$ cat config.mk
export PLATFORM = sky130hd
export DESIGN_NAME = tern_prim_unit
export DESIGN_NICKNAME = d
export VERILOG_FILES = /design/src/rtl/tern_pkg.sv /design/src/rtl/tern_lane.sv /design/src/rtl/tern_out_stage.sv /design/src/rtl/tern_prim_unit.sv
export SDC_FILE = /design/constraint.sdc
export NUM_CORES = 1
export LEC_CHECK = 0
export BUFFER_PORTS_ARGS = -buffer_cell sky130_fd_sc_hd__clkbuf_2
export CAP_MARGIN = 20
export CORE_AREA = 2 2 60 62
export CTS_CLUSTER_SIZE = 28
export DETAILED_ROUTE_END_ITERATION = 10
export DIE_AREA = 0 0 62 64
export PLACE_DENSITY = 0.75
export RECOVER_POWER = 25
export SLEW_MARGIN = 10
export SYNTH_ARGS = -nofsm -noshare
export SYNTH_HDL_FRONTEND = slang
export SYNTH_SLANG_ARGS = --single-unit
$ cat constraint.sdc
create_clock -name clk -period 1.55 [get_ports clk]
set_input_delay 0 -clock clk [delete_from_list [all_inputs] [get_ports clk]]
set_output_delay 0 -clock clk [all_outputs]
set_load 0.005 [all_outputs]
$ cat src/rtl/tern_pkg.sv
package tern_pkg;
  typedef logic [1:0] trit_t;

  localparam trit_t T_ZERO = 2'b00;
  localparam trit_t T_ONE  = 2'b01;
  localparam trit_t T_TWO  = 2'b10;
  localparam trit_t T_BAD  = 2'b11;

  typedef enum logic [2:0] {
    OP_INV  = 3'd0,
    OP_MIN  = 3'd1,
    OP_TSUM = 3'd2,
    OP_NAND = 3'd3,
    OP_NOR  = 3'd4
  } tern_op_e;

  localparam logic [2:0] OP_LAST = 3'd4;

  // radix-3 complement: (r-1) - v
  function automatic trit_t trit_inv(trit_t v);
    case (v)
      T_ZERO:  trit_inv = T_TWO;
      T_ONE:   trit_inv = T_ONE;
      default: trit_inv = T_ZERO;
    endcase
  endfunction
endpackage

$ cat src/rtl/tern_lane.sv
module tern_lane
  import tern_pkg::*;
(
  input  logic [2:0] op_sel,
  input  trit_t      a,
  input  trit_t      b,
  output trit_t      res,
  output logic       bad
);
  logic  code_bad;
  logic  op_ok;
  trit_t smaller;
  logic [2:0] raw_sum;
  trit_t clipped;
  trit_t pick;

  always_comb begin
    code_bad = (a == T_BAD) || (b == T_BAD);
    op_ok    = (op_sel <= OP_LAST);
    // legal codes order the same way as their values
    smaller  = (a < b) ? a : b;
    raw_sum  = {1'b0, a} + {1'b0, b};
    clipped  = (raw_sum >= 3'd2) ? T_TWO : raw_sum[1:0];
    case (op_sel)
      OP_INV:  pick = trit_inv(a);
      OP_MIN:  pick = smaller;
      OP_TSUM: pick = clipped;
      OP_NAND: pick = trit_inv(smaller);
      OP_NOR:  pick = trit_inv(clipped);
      default: pick = T_ZERO;
    endcase
    bad = code_bad || !op_ok;
    res = bad ? T_ZERO : pick;
  end
endmodule

$ cat src/rtl/tern_out_stage.sv
module tern_out_stage #(
  parameter int W = 12
) (
  input  logic         clk,
  input  logic         rst_n,
  input  logic         in_valid,
  output logic         in_ready,
  input  logic [W-1:0] d,
  output logic         out_valid,
  input  logic         out_ready,
  output logic [W-1:0] q
);
  assign in_ready = !out_valid || out_ready;

  always_ff @(posedge clk or negedge rst_n) begin
    if (!rst_n) begin
      out_valid <= 1'b0;
      q         <= '0;
    end else if (in_ready) begin
      out_valid <= in_valid;
      if (in_valid) q <= d;
    end
  end
endmodule

$ cat src/rtl/tern_prim_unit.sv
module tern_prim_unit
  import tern_pkg::*;
#(
  parameter int LANES = 4
) (
  input  logic               clk,
  input  logic               rst_n,
  input  logic               in_valid,
  output logic               in_ready,
  input  logic [2:0]         op_sel,
  input  logic [2*LANES-1:0] opa,
  input  logic [2*LANES-1:0] opb,
  output logic               out_valid,
  input  logic               out_ready,
  output logic [2*LANES-1:0] result,
  output logic [LANES-1:0]   lane_bad
);
  localparam int RW = 2 * LANES;
  localparam int SW = RW + LANES;

  logic [RW-1:0]    comb_res;
  logic [LANES-1:0] comb_bad;
  logic [SW-1:0]    stage_q;

  for (genvar i = 0; i < LANES; i++) begin : g_lane
    tern_lane u_lane (
      .op_sel (op_sel),
      .a      (opa[2*i +: 2]),
      .b      (opb[2*i +: 2]),
      .res    (comb_res[2*i +: 2]),
      .bad    (comb_bad[i])
    );
  end

  tern_out_stage #(.W(SW)) u_stage (
    .clk       (clk),
    .rst_n     (rst_n),
    .in_valid  (in_valid),
    .in_ready  (in_ready),
    .d         ({comb_bad, comb_res}),
    .out_valid (out_valid),
    .out_ready (out_ready),
    .q         (stage_q)
  );

  assign result   = stage_q[RW-1:0];
  assign lane_bad = stage_q[SW-1:RW];
endmodule

==> out/qor.txt <==
metal1 wirelength = 1.492 mm
Int Pwr = 671.6 uW
Longest Clk Path Bufs = 2
Routed Antenna Nets = 0
root buf cell = clkbuf_4
crit-path cells = nand2b_1, buf_4, nand4b_1, o311ai_1
slowest cell on the critical path = dfrtp_1
vias in the first global route = 1389
CORE AREA = 3284 um^2
final WL = 3.457 mm
top flip-flop cell by instance count after synthesis = dfrtp_1
worst hold path type = primary input to flip-flop
CP startpoint kind = flip-flop
R2R Setup Slk = 0.1 ns
CTS buffer count = 3
synthesized area = 1395 um^2
die area = 3968 um^2
met2 WL post-DR = 1.839 mm
Finished Cell Area = 1775 um^2
uppermost layer routed = met4
peak supply drop = 198.0 uV
final hold violation count = 0
Ys Warns = 0
largest net degree at the start of global routing = 18
Rel. slew slack = 52.73%
Post-synth EDFFs = 0
RSZ-0062 raised after global routing = yes
Layout Area Growth over Synthesis = 27.26%
drt wl/cell = 13.35 um
Worst Setup End Kind = flip-flop
Sw Ratio = 34.30%
status = finished clean
Layout Cells excl Fill = 259
Vias = 1458
Worst-Margin Slew = 0.7091 ns
Die Y = 64 um
highest clock rate = 687.8 MHz
fin crit share = 93.81%
layout cell share with drive strength beyond 1 = 28.64%
Clock Skew = 0.003531 ns
power density cells = 575.7 nW/um^2
syn_area_per_cell = 8.774 um^2
#FFs+latches synth = 13
# placed instances = 254
grt total ovfl = 0
drt initial violations = 69
Die Wd = 62 um
Async S/R FF share, synth = 100.0%
Setup violations, final = 0
combinational power share = 40.1%
Flop pwr share = 38.6%
worst setup path class = flip-flop to flip-flop
GP Congestion = 0.8275
met3 wire len = 85 um
Core Rows = 21
placed cell areas = 1735 um^2
post-synthesis sequential area ratio = 23.32%
initial antenna violation count = 0
io pins = 37
vias per std cell = 5.629
synthesized instance count = 159
Final Max Tran Viols = 0
DRT Pass-1 Iters = 4
post-layout util = 54.06%
number of I/O port buffers = 36
Clk pwr share = 21.3%
Tot GR Track Use = 19.14%
Worst Path Required = 1.72 ns
Max H-tree Level = 1
Setup Buffers After CTS = 0
Worst EP arrival = 1.63 ns
Starting Density = 42.48%
Synth cell types = 39
Layout Nets = 257
Max Fanout on Critical Path = 6
Sink Count = 13
slowest stage delay, CP = 0.39 ns
min Tclk post-route = 1.454 ns
switching pwr = 350.5 uW
Diodes inserted = 0
first-pass GRT wire length = 5.865 mm
maxcap violations = 0
worst skew pair latency = 0.28 ns
Pwr Total = 1022 uW
Syn Nets = 202
DPL Wire Length = 2.758 mm
post-route DRC violation count = 0
Reg clk slew, reported paths = 0.08 ns
CTS tree = done
Leakage = 0.0008436 uW
stage by stage:
step | TNS (ns) | hold WS, ns | worst slack, ns
3_3_place_gp | -0.6832 | -0.09231 | -0.1386
4_1_cts | 0 | 0.02736 | 0.1192
5_1_grt | -0.02000 | 0.03708 | -0.01807
3_5_place_dp | -0.8615 | -0.08806 | -0.1814
2_1_floorplan | 0 | -0.2956 | 0.03043
6_report | 0 | 0.02685 | 0.09600
logic make-up after synthesis:
group | synth area share (%)
simple gates | 24.57
flops | 23.32
fa+ha+maj | 20.09
compound gates | 26.46
buf+inv | 5.560
area by class of cell:
type	count	area, um^2
inverters	8	30.03
well taps	46	57.56
flip-flops and latches	13	325.3
fillers	333	1509
repair buffers	57	339.1
clock buffers	4	26.28
multi-input cells	131	997.2
cells in the final DEF, fill, tap and decap left out, types with 2 or more instances in the layout:
| master | instances |
|---|---|
| a211o_1 | 3 |
| clkbuf_1 | 2 |
| a41oi_1 | 2 |
| ha_1 | 16 |
| fa_1 | 4 |
| or3_1 | 6 |
| nor2_1 | 6 |
| inv_1 | 8 |
| o31a_1 | 2 |
| dfrtp_1 | 13 |
| buf_4 | 20 |
| nor4bb_1 | 2 |
| a21oi_1 | 4 |
| nand4_1 | 2 |
| a22oi_1 | 4 |
| or4b_1 | 2 |
| o32a_1 | 3 |
| nand2b_1 | 5 |
| a31oi_1 | 2 |
| clkbuf_4 | 3 |
| o32ai_1 | 2 |
| and4bb_2 | 2 |
| nor3_1 | 9 |
| o21a_1 | 6 |
| nor2b_1 | 4 |
| o311ai_1 | 2 |
| nand2_1 | 15 |
| a211oi_1 | 3 |
| nor3b_1 | 2 |
| a32oi_1 | 2 |
| o21ai_0 | 11 |
| clkbuf_2 | 35 |
worst paths after layout:
| check | from | to | cells after the start |
|---|---|---|---|
| worst min register to register | u_stage.q[9] | u_stage.q[9] | 1 |
| worst max register to register | u_stage.out_valid | u_stage.q[2] | 4 |
| worst min-delay path | in_valid | u_stage.out_valid | 2 |
| min in group asynchronous | rst_n | u_stage.q[8] | 2 |
| worst max-delay path | u_stage.out_valid | u_stage.q[2] | 4 |
| max in group asynchronous | rst_n | u_stage.out_valid | 2 |
state kept, by name, summed over array words and instances, names as in the netlist:
name               count
u_stage.q             12
u_stage.out_valid      1
synth_stat cells (3+ instances only):
cell type   n  area (um^2)
a211o_1     3        26.28
a211oi_1    4        30.03
a21oi_1     4        20.02
a22oi_1     4        30.03
buf_2       5        25.02
dfrtp_1    13        325.3
fa_1        4        80.08
ha_1       16        200.2
inv_1       8        30.03
nand2_1    15        56.30
nand2b_1    5        31.28
nor2_1      6        22.52
nor2b_1     4        25.02
nor3_1      9        45.04
o21a_1      6        45.04
o21ai_0    11        55.05
o32a_1      3        30.03
or3_1       6        37.54
routing by layer:
layer,global-route usage [%],up-vias
met4,5.053,0
met5,0,-
met1,23.89,706
li1,-,716
met2,34.24,32
met3,1.215,4
power by group through the flow:
stage | Combinational [uW] | Sequential (uW) | Clock [uW]
after detailed placement | 406 | 401 | 0
after global placement | 398 | 401 | 0
after global routing | 465 | 399 | 233
after floorplan | 223 | 402 | 0
final | 410 | 395 | 217
after CTS | 411 | 395 | 216
worst max-delay path: cells and delay by family (launching register included):
kind	cells	cell delay [ns]
buf+inv	1	0.16
simple gates	2	0.42
compound gates	1	0.38
flops	1	0.39
what timing repair did:
item | CTS | global route
endpoints found under the setup margin | 0 | 1
resized for setup | 0 | 1
hold buffers | 1 | 0
endpoints found under the hold margin | 13 | 0
Note: power is estimated with default switching activity, not from simulation.
